[src/rtl/mdio_mgmt_pkg.sv]
package mdio_mgmt_pkg;
   localparam int PRE_BITS   = 32;
   localparam int ADR_W      = 5;
   localparam int DAT_W      = 16;
   localparam int FRAME_BITS = PRE_BITS + 2 + 2 + 2 * ADR_W + 2 + DAT_W;
   localparam int DRIVE_BITS = FRAME_BITS - DAT_W - 2;
   localparam int DATA_START = FRAME_BITS - DAT_W;
   localparam int PHY_LSB    = 8;
   localparam int ABORT_BIT  = 31;
   localparam int IND_BUSY   = 0;
   localparam int IND_NVALID = 2;

   typedef enum logic [2:0] {
      W_CFG   = 3'd0,
      W_CMD   = 3'd1,
      W_ADDR  = 3'd2,
      W_WDATA = 3'd3,
      W_RDATA = 3'd4,
      W_IND   = 3'd5
   } word_idx_e;

   function automatic logic [FRAME_BITS-1:0] build_frame(input logic is_rd,
                                                         input logic [ADR_W-1:0] phy,
                                                         input logic [ADR_W-1:0] rg,
                                                         input logic [DAT_W-1:0] d);
      logic [1:0] op;
      logic [1:0] ta;
      logic [DAT_W-1:0] pay;
      op  = is_rd ? 2'b10 : 2'b01;
      ta  = is_rd ? 2'b00 : 2'b10;
      pay = is_rd ? '0 : d;
      return {{PRE_BITS{1'b1}}, 2'b01, op, phy, rg, ta, pay};
   endfunction
endpackage

[src/rtl/mdio_clk_gen.sv]
module mdio_clk_gen #(
   parameter int SEL_W = 3
) (
   input  logic             clk,
   input  logic             rst_n,
   input  logic             en,
   input  logic [SEL_W-1:0] sel,
   output logic             mdc,
   output logic             rise_evt,
   output logic             fall_evt
);
   localparam int CNT_W = 1 << SEL_W;

   if (SEL_W < 1 || SEL_W > 4) begin : g_bad_sel
      $error("mdio_clk_gen: SEL_W must lie in 1..4");
   end

   logic [CNT_W-1:0] cnt_q;
   logic [CNT_W:0]   half_m1;
   logic [SEL_W:0]   sh_amt;
   logic             tick;

   assign sh_amt   = {1'b0, sel} + {{SEL_W{1'b0}}, 1'b1};
   assign half_m1  = ({{CNT_W{1'b0}}, 1'b1} << sh_amt) - {{CNT_W{1'b0}}, 1'b1};
   assign tick     = en && ({1'b0, cnt_q} >= half_m1);
   assign rise_evt = tick && !mdc;
   assign fall_evt = tick && mdc;

   always_ff @(posedge clk or negedge rst_n) begin
      if (!rst_n) begin
         cnt_q <= '0;
         mdc   <= 1'b0;
      end else if (!en) begin
         cnt_q <= '0;
         mdc   <= 1'b0;
      end else if (tick) begin
         cnt_q <= '0;
         mdc   <= ~mdc;
      end else begin
         cnt_q <= cnt_q + 1'b1;
      end
   end


   mdc_edge_spacing_chk: assert property (@(posedge clk) disable iff (!rst_n)
      (en && $past(en) && mdc != $past(mdc)) |-> $past(tick));
endmodule

[src/rtl/mdio_frame_engine.sv]
module mdio_frame_engine
   import mdio_mgmt_pkg::*;
#(
   parameter bit SYNC_IN = 1'b0
) (
   input  logic             clk,
   input  logic             rst_n,
   input  logic             abort,
   input  logic             start_wr,
   input  logic             start_rd,
   input  logic [ADR_W-1:0] phy_addr,
   input  logic [ADR_W-1:0] reg_addr,
   input  logic [DAT_W-1:0] wr_data,
   input  logic             rise_evt,
   input  logic             fall_evt,
   input  logic             mdio_i,
   output logic             busy,
   output logic             done,
   output logic [DAT_W-1:0] rd_data,
   output logic             mdio_o,
   output logic             mdio_oe
);
   localparam int IDX_W = $clog2(FRAME_BITS);
   localparam logic [IDX_W-1:0] LAST_IDX  = IDX_W'(FRAME_BITS - 1);
   localparam logic [IDX_W-1:0] DRV_LIMIT = IDX_W'(DRIVE_BITS);
   localparam logic [IDX_W-1:0] DAT_FIRST = IDX_W'(DATA_START);

   logic [FRAME_BITS-1:0] tx_q;
   logic [IDX_W-1:0]      idx_q;
   logic                  rd_mode_q;
   logic [DAT_W-1:0]      rx_q;
   logic                  din;

   if (SYNC_IN) begin : g_sync
      logic [1:0] sync_q;
      always_ff @(posedge clk or negedge rst_n) begin
         if (!rst_n) sync_q <= 2'b11;
         else        sync_q <= {sync_q[0], mdio_i};
      end
      assign din = sync_q[1];
   end else begin : g_direct
      assign din = mdio_i;
   end

   assign done    = busy && fall_evt && (idx_q == LAST_IDX);
   assign rd_data = rx_q;
   assign mdio_o  = tx_q[FRAME_BITS-1];
   assign mdio_oe = busy && (!rd_mode_q || idx_q < DRV_LIMIT);

   always_ff @(posedge clk or negedge rst_n) begin
      if (!rst_n) begin
         busy      <= 1'b0;
         rd_mode_q <= 1'b0;
         idx_q     <= '0;
         tx_q      <= '0;
         rx_q      <= '0;
      end else if (abort) begin
         busy      <= 1'b0;
         rd_mode_q <= 1'b0;
         idx_q     <= '0;
      end else if (!busy) begin
         if (start_wr || start_rd) begin
            busy      <= 1'b1;
            rd_mode_q <= start_rd;
            idx_q     <= '0;
            tx_q      <= build_frame(start_rd, phy_addr, reg_addr, wr_data);
         end
      end else begin
         if (rise_evt && rd_mode_q && idx_q >= DAT_FIRST)
            rx_q <= {rx_q[DAT_W-2:0], din};
         if (fall_evt) begin
            if (idx_q == LAST_IDX) begin
               busy <= 1'b0;
            end else begin
               idx_q <= idx_q + 1'b1;
               tx_q  <= {tx_q[FRAME_BITS-2:0], 1'b0};
            end
         end
      end
   end


   rd_release_chk: assert property (@(posedge clk) disable iff (!rst_n)
      (busy && rd_mode_q && rise_evt && idx_q >= DAT_FIRST) |-> !mdio_oe);
endmodule

[src/rtl/mdio_mgmt_ctrl.sv]
module mdio_mgmt_ctrl
   import mdio_mgmt_pkg::*;
#(
   parameter int SEL_W   = 3,
   parameter bit SYNC_IN = 1'b0
) (
   input  logic        clk,
   input  logic        rst_n,
   input  logic [2:0]  host_sel,
   input  logic        host_we,
   input  logic [31:0] host_wdata,
   output logic [31:0] host_rdata,
   output logic        mdc,
   output logic        mdio_o,
   output logic        mdio_oe,
   input  logic        mdio_i
);
   logic [SEL_W-1:0] sel_q;
   logic             cmd_q;
   logic [ADR_W-1:0] phy_q, reg_q;
   logic [DAT_W-1:0] wdat_q, rdat_q;
   logic             nvalid_q;
   logic             busy_w, done_w, rise_w, fall_w;
   logic [DAT_W-1:0] rx_w;
   logic             soft_rst, wr_ok, cmd_ok, start_rd;
   logic             unused_wbits;

   assign soft_rst = host_we && host_sel == W_CFG && host_wdata[ABORT_BIT];
   assign wr_ok    = host_we && host_sel == W_WDATA && !busy_w;
   assign cmd_ok   = host_we && host_sel == W_CMD && !busy_w;
   assign start_rd = cmd_ok && host_wdata[0] && !cmd_q;
   assign unused_wbits = ^{host_wdata[30:16], host_wdata[7:5]};

   always_ff @(posedge clk or negedge rst_n) begin
      if (!rst_n) begin
         sel_q    <= '1;
         cmd_q    <= 1'b0;
         phy_q    <= '0;
         reg_q    <= '0;
         wdat_q   <= '0;
         rdat_q   <= '0;
         nvalid_q <= 1'b0;
      end else begin
         if (host_we && host_sel == W_CFG) sel_q <= host_wdata[SEL_W-1:0];
         if (cmd_ok) cmd_q <= host_wdata[0];
         if (host_we && host_sel == W_ADDR) begin
            phy_q <= host_wdata[PHY_LSB +: ADR_W];
            reg_q <= host_wdata[ADR_W-1:0];
         end
         if (wr_ok) wdat_q <= host_wdata[DAT_W-1:0];
         if (soft_rst) nvalid_q <= 1'b0;
         else if (start_rd) nvalid_q <= 1'b1;
         else if (done_w && nvalid_q) begin
            nvalid_q <= 1'b0;
            rdat_q   <= rx_w;
         end
      end
   end

   always_comb begin
      host_rdata = '0;
      case (host_sel)
         W_CFG:   host_rdata[SEL_W-1:0] = sel_q;
         W_CMD:   host_rdata[0] = cmd_q;
         W_ADDR:  begin
            host_rdata[PHY_LSB +: ADR_W] = phy_q;
            host_rdata[ADR_W-1:0]        = reg_q;
         end
         W_WDATA: host_rdata[DAT_W-1:0] = wdat_q;
         W_RDATA: host_rdata[DAT_W-1:0] = rdat_q;
         W_IND:   begin
            host_rdata[IND_BUSY]   = busy_w;
            host_rdata[IND_NVALID] = nvalid_q;
         end
         default: host_rdata = '0;
      endcase
   end

   mdio_clk_gen #(.SEL_W(SEL_W)) u_clk (
      .clk(clk), .rst_n(rst_n), .en(busy_w), .sel(sel_q),
      .mdc(mdc), .rise_evt(rise_w), .fall_evt(fall_w)
   );

   mdio_frame_engine #(.SYNC_IN(SYNC_IN)) u_eng (
      .clk(clk), .rst_n(rst_n), .abort(soft_rst),
      .start_wr(wr_ok), .start_rd(start_rd),
      .phy_addr(phy_q), .reg_addr(reg_q), .wr_data(host_wdata[DAT_W-1:0]),
      .rise_evt(rise_w), .fall_evt(fall_w), .mdio_i(mdio_i),
      .busy(busy_w), .done(done_w), .rd_data(rx_w),
      .mdio_o(mdio_o), .mdio_oe(mdio_oe)
   );


   busy_after_start_chk: assert property (@(posedge clk) disable iff (!rst_n)
      (wr_ok || start_rd) |=> busy_w);

   nvalid_within_busy_chk: assert property (@(posedge clk) disable iff (!rst_n)
      nvalid_q |-> busy_w);

   abort_clears_chk: assert property (@(posedge clk) disable iff (!rst_n)
      soft_rst |=> (!busy_w && !nvalid_q && !mdio_oe));

   wdata_hold_chk: assert property (@(posedge clk) disable iff (!rst_n)
      (host_we && host_sel == W_WDATA && busy_w) |=> $stable(wdat_q));

   idle_mdc_low_chk: assert property (@(posedge clk) disable iff (!rst_n)
      (!busy_w && $past(!busy_w)) |-> !mdc);
endmodule

[config.mk]
export PLATFORM = sky130hd
export DESIGN_NAME = mdio_mgmt_ctrl
export DESIGN_NICKNAME = d
export VERILOG_FILES = /design/src/rtl/mdio_mgmt_pkg.sv /design/src/rtl/mdio_clk_gen.sv /design/src/rtl/mdio_frame_engine.sv /design/src/rtl/mdio_mgmt_ctrl.sv
export SDC_FILE = /design/constraint.sdc
export NUM_CORES = 1
export LEC_CHECK = 0
export BUFFER_PORTS_ARGS = -buffer_cell sky130_fd_sc_hd__buf_2
export CORE_UTILIZATION = 53
export CTS_BUF_LIST = sky130_fd_sc_hd__clkbuf_16
export CTS_CLUSTER_DIAMETER = 100
export DETAILED_ROUTE_END_ITERATION = 12
export GPL_ROUTABILITY_DRIVEN = 0
export PLACE_DENSITY = 0.76
export SYNTH_ARGS = -nofsm -noshare
export SYNTH_HDL_FRONTEND = slang
export SYNTH_SLANG_ARGS = --single-unit
[constraint.sdc]
create_clock -name clk -period 3.3 [get_ports clk]
set_input_delay 0.165 -clock clk [delete_from_list [all_inputs] [get_ports clk]]
set_output_delay 0.165 -clock clk [all_outputs]
set_load 0.02 [all_outputs]
Word level (Yosys, flattened, before mapping)
Cells that the tools add are included.
{"block": "totals", "ff_bits": 144, "out_inout_bits": 35}
{"block": "classes", "add_sub_neg": 4, "n_lt_le_gt_ge": 3, "n_eq_ne": 12, "shifts": 1, "muxes": 34, "bitwise_logic": 3, "reduce_logical": 34}
{"operator": "$mux 64", "n": 4}
{"operator": "$mux 6", "n": 5}
{"operator": "$logic_and 1x1->1", "n": 18}
{"operator": "$mux 16", "n": 1}
{"operator": "$mux 8", "n": 2}
{"operator": "$pmux 5 s3", "n": 1}
{"operator": "$mux 1", "n": 13}
{"operator": "$pmux 3 s2", "n": 2}
{"operator": "$ge 8x9->1", "n": 1}
{"operator": "$reduce_and 3->1", "n": 3}
{"operator": "$shl 1x4->9 const A", "n": 1}
{"operator": "$sub 9x1->9 const B", "n": 1}
{"operator": "$add 8x1->8 const B", "n": 1}
{"operator": "$add 6x1->6 const B", "n": 1}
{"operator": "$eq 3x2->1 const B", "n": 2}
{"operator": "$eq 3x3->1 const B", "n": 2}
{"operator": "$eq 6x6->1 const B", "n": 1}
{"operator": "$ge 6x6->1 const B", "n": 1}
{"operator": "$lt 6x6->1 const B", "n": 1}
{"operator": "$ne 2x2->1 const B", "n": 3}
{"operator": "$pmux 1 s6", "n": 1}
{"operator": "$pmux 2 s3", "n": 1}
{"operator": "$reduce_bool 3->1", "n": 2}
{"operator": "$pmux 1 s5", "n": 1}
{"operator": "other kinds (14)", "n": 22}

Logic depth before layout (Yosys ltp)
{"block": "logic_depth", "depth_word": 12, "depth_mapped": 14, "mapped_depth_nobuf": 11}

By module
A second synthesis with hierarchy kept.
{"block": "hier_totals", "cells_unflattened": 635, "area_unflattened_um2": 7009.2}
{"module": "mdio_frame_engine", "n_inst": 1, "cells_per_inst": 366, "area_per_inst_um2": 3865.0, "seq_area_each_um2": 2202.1}
{"module": "mdio_mgmt_ctrl", "n_inst": 1, "cells_per_inst": 189, "area_per_inst_um2": 2387.3, "seq_area_each_um2": 1179.9}
{"module": "mdio_clk_gen", "n_inst": 1, "cells_per_inst": 80, "area_per_inst_um2": 757.0, "seq_area_each_um2": 225.2}

Worst setup path after synthesis
OpenSTA, ideal clock, no wires.
{"block": "synth_path", "path_type": "register to register", "startpoint": "register sel_q[1]", "endpoint": "register u_eng.rx_q[0] (netlist: u_eng.rd_data[0])", "setup_time_ns": 0.125, "arrival_ns": 3.251, "slack_ns": -0.076, "path_stages_with_launch": 14, "path_buffers": 2, "path_cell_list": "dfstp_2 -> buf_2 -> or3_1 -> ha_1 -> nor2_1 -> a32oi_1 -> ha_1 -> a21o_1 -> a221o_1 -> a41oi_2 -> nor2_1 -> nand4_1 -> buf_4 -> mux2_2"}
{"block": "synth_via", "elab_chain_cells": 9}
{"item": "from (decl)", "line_no": "mdio_mgmt_ctrl.sv:18", "rtl": "logic [SEL_W-1:0] sel_q;"}
{"item": "from (signal assigned)", "line_no": "mdio_mgmt_ctrl.sv:44", "rtl": "if (host_we && host_sel == W_CFG) sel_q <= host_wdata[SEL_W-1:0];"}
{"item": "$add 3x1->4", "line_no": "mdio_clk_gen.sv:23", "rtl": "assign sh_amt = {1'b0, sel} + {{SEL_W{1'b0}}, 1'b1};"}
{"item": "$shl 1x4->9", "line_no": "mdio_clk_gen.sv:24", "rtl": "assign half_m1 = ({{CNT_W{1'b0}}, 1'b1} << sh_amt) - {{CNT_W{1'b0}}, 1'b1};"}
{"item": "$sub 9x1->9", "line_no": "mdio_clk_gen.sv:24"}
{"item": "$ge 8x9->1", "line_no": "mdio_clk_gen.sv:25", "rtl": "assign tick = en && ({1'b0, cnt_q} >= half_m1);"}
{"item": "$logic_and 1x1->1", "line_no": "mdio_clk_gen.sv:25"}
{"item": "$logic_and 1x1->1", "line_no": "mdio_clk_gen.sv:26", "rtl": "assign rise_evt = tick && !mdc;"}
{"item": "$logic_and 1x1->1 (2 in a row)", "line_no": "mdio_frame_engine.sv:69", "rtl": "if (rise_evt && rd_mode_q && idx_q >= DAT_FIRST)"}
{"item": "$reduce_and 3->1 (no source line)"}
{"item": "to (signal assigned)", "line_no": "mdio_frame_engine.sv:70", "rtl": "rx_q <= {rx_q[DAT_W-2:0], din};"}
{"item": "to (decl)", "line_no": "mdio_frame_engine.sv:31", "rtl": "logic [DAT_W-1:0] rx_q;"}
No other way between the ends.
A chain may end at the register's enable or synchronous reset.

Worst setup path after layout
{"block": "layout_path", "startpoint": "register sel_q[0]", "endpoint": "register u_eng.rx_q[14] (netlist: u_eng.rd_data[14])"}
The elaborated chain is that of the path after synthesis.

==> summary.txt <==
GR Util All Layers: 0.244
Ys Warns: 0
Initial Util: 0.543
Area contributors post-synth: dfrtp_1, mux2_2, o22ai_1, a21oi_1, nor2_1
worst-margin pin slew: 1.13 ns
hold path depth: 2
Design Area, Final: 8050 sq um
Diodes inserted: 0
initial antenna violation count: 0
Num CTS Buffers: 17
Mapped Area: 6830 sq um
Final setup viols: 0
DP Area: 7220 sq um
# clock sinks: 144
Max IR drop VDD: 548 uV
Switching Share: 0.315
Internal: 4080 uW
die width: 115 microns
hold path start: host_wdata[11]
minimum clock period: 3.21 ns
RSZ-0062 raised after global routing: yes
Die Y: 115 microns
full die area: 13300 sq um
first-pass GRT wire length: 24.6 mm
Vias: 4934
Worst-Skew Late Latency: 0.43 ns
post-route ant nets: 0
combinational share of power: 0.238
Avg Cell Area, Syn: 11.2 sq um
Hold Path Class: input port to flip-flop
CP Class: flip-flop to flip-flop
register bit count reported by yosys: 144
Post-synth EDFFs: 0
io pins: 74
final-stage net count: 722
leakage: 0.00362 uW
Layout area overhead: 17.9%
CP Launch Type: flip-flop
layout cells sized above 1: 0.270
fin crit share: 0.973
WHS: 0.0177 ns
vias in the first global route: 4934
Reg power frac: 0.443
final clock skew: 0.0104 ns
Detailed Route Iter0 Violations: 314
most frequent cell after synthesis: dfrtp_1
Synth cell types: 52
DP HPWL: 9.12 mm
Psw: 1880 uW
relative slew slack: 0.247
WL final: 14.8 mm
cells after synthesis: 612
final slew viol count: 0
Post-Place Worst Slack: -0.218 ns
fmax: 311 MHz
Worst EP arrival: 3.52 ns
# rows: 41
Async SR Flop Fraction: 1.00
H-tree levels: 4
Worst Setup Slack, final: 0.0877 ns
core area: 12600 sq um
DRC violations left: 0
Layout Cells excl Fill: 856
largest net degree at the start of global routing: 101
CTS max path bufs: 2
Hold EP: wdat_q[11]
r2r setup slk: 0.09 ns
Top FF cell, synth: dfrtp_1
Inst Count DP: 807
Hold Vio Cnt, Final: 0
most frequent cells after synthesis: dfrtp_1, mux2_2, nor2_1, o22ai_1, a21oi_1
R2R Path Start: sel_q[0]
Clock Power Share: 0.319
Yosys top cell by area: dfrtp_1
DR vias/cell: 5.76
gr ovfl total: 0
PortBufs: 42
Register-to-Register Path Depth: 14
sequential share of the synthesized area: 0.529
Routed wire per std cell: 17.3 microns
clock-pin slew on the worst setup and hold paths: 0.06 ns
Critical Path RT: 3.61 ns
drt first pass iters: 5
endpoint class of the critical path: flip-flop
CTS tree: yes
Max Cap Viol: 0
Worst Path Max Fanout: 16
Power per Cell Area: 740 nW/um^2
area share of the largest cell type after synthesis: 0.517
Crit Reg-Reg Endpoint: u_eng.rd_data[14]
outcome: completed
Clock Tree Root: clkbuf_16
# fillers: 922
==> registers in the layout (all words and copies together), names as in the netlist <==
register / cells
u_eng.busy: 1
u_eng.tx_q: 64
cmd_q: 1
rdat_q: 16
wdat_q: 16
u_eng.rd_data: 16
nvalid_q: 1
u_clk.cnt_q: 8
u_eng.rd_mode_q: 1
u_clk.mdc: 1
sel_q: 3
reg_q: 5
phy_q: 5
u_eng.idx_q: 6
==> final cells by class <==
type	instances	area, sq um	area share
sequential	144	3610	0.448
multi-input combinational	423	3010	0.373
clock inverter	15	166	0.0207
tap	172	215	0.0267
clock buffer	17	425	0.0529
inverter	9	33.8	0.00420
timing repair buffer	76	593	0.0737
==> logic make-up (layout without fill, tap and decap cells) <==
group | after synthesis | after routing | share of synthesized area
adders and majority gates | 12 | 12 | 0.0220
DFF | 144 | 144 | 0.529
buffers and inverters | 61 | 117 | 0.0473
AOI/OAI and AO/OA | 163 | 163 | 0.153
and+or+nand+nor | 131 | 131 | 0.0889
xor gates and xnor gates | 10 | 10 | 0.0128
muxes | 89 | 89 | 0.146
other | 2 | 18 | 0.00110
==> stage by stage <==
step	power, uW	TNS (ns)	util
finish	5950	0	0.640
global route	6270	-0.109	0.640
CTS	5960	-0.0304	0.636
detailed placement	4000	-3.11	0.575
global placement	3900	-1.62	0.575
floorplan	3630	0	-
==> power by group through the flow <==
stage                     sequential, uW  combinational (uW)  clock [uW]
after floorplan                     2550                1070           0
final                               2640                1420        1900
after CTS                           2620                1410        1920
after global routing                2700                1570        2000
after detailed placement            2650                1350           0
after global placement              2620                1290           0
==> how the worst max path moves through the flow <==
stage,startpoint,endpoint,slack [ns],cells after the start
detailed placement,sel_q[0],rdat_q[4],-0.22,11
finish,sel_q[0],u_eng.rd_data[14],0.09,14
CTS,sel_q[0],u_eng.tx_q[10],-0.007,13
global route,sel_q[0],u_eng.rd_data[13],-0.02,14
global placement,sel_q[0],rdat_q[5],-0.12,11
floorplan,sel_q[2],u_eng.rd_data[0],0.39,11
==> metal layers <==
metal,part of all wire,global-route usage,up-vias,wire [microns]
li1,-,-,2323,-
met1,0.44,0.310,2453,6480
met2,0.50,0.402,132,7320
met3,0.046,0.0565,26,687
met4,0.019,0.110,0,287
met5,0,0,-,0
==> cells in the final DEF, fill, tap and decap left out, types with 3 or more instances in the layout <==
cell type	Yosys	final
a21oi_1	50	50
a22o_1	23	23
a22oi_1	3	3
and2_1	3	3
and3_1	6	6
buf_12	0	4
buf_2	9	41
buf_4	20	16
buf_6	1	4
clkbuf_16	0	18
clkinv_4	0	4
conb_1	2	18
dfrtp_1	141	140
dfstp_2	3	3
dlygate4sd3_1	0	9
ha_1	12	11
inv_1	8	8
inv_6	0	5
inv_8	0	3
mux2_1	10	10
mux2_2	67	67
mux2i_1	11	11
nand2_1	27	27
nand2b_1	3	3
nand3_1	9	9
nor2_1	60	58
nor2_2	2	4
nor2b_1	4	4
nor3_1	7	7
o21ai_0	15	15
o22ai_1	52	52
xnor2_1	6	6
xor2_1	4	4
==> repair_timing <==
| action | 4_1_cts | 5_1_grt |
|---|---|---|
| cloned | 1 | 1 |
| pin swaps | 3 | 2 |
| endpoints found under the hold margin | 105 | 0 |
| setup endpoints to repair | 31 | 78 |
| buffers inserted | 4 | 3 |
| hold buffers | 9 | 0 |
| gates resized for setup | 2 | 9 |
==> critical path: stages (launching register included) <==
cell     delay, ns
dfstp_2       0.37
or3_4         0.39
ha_4          0.18
nor2_2        0.08
a32oi_1       0.11
ha_1          0.31
a21o_1        0.16
a221o_1       0.35
a41oi_4       0.20
buf_6         0.14
buf_4         0.10
nor2_2        0.03
nand4_1       0.14
buf_12        0.17
mux2_2        0.35
Note: power is estimated with default switching activity, not from simulation.
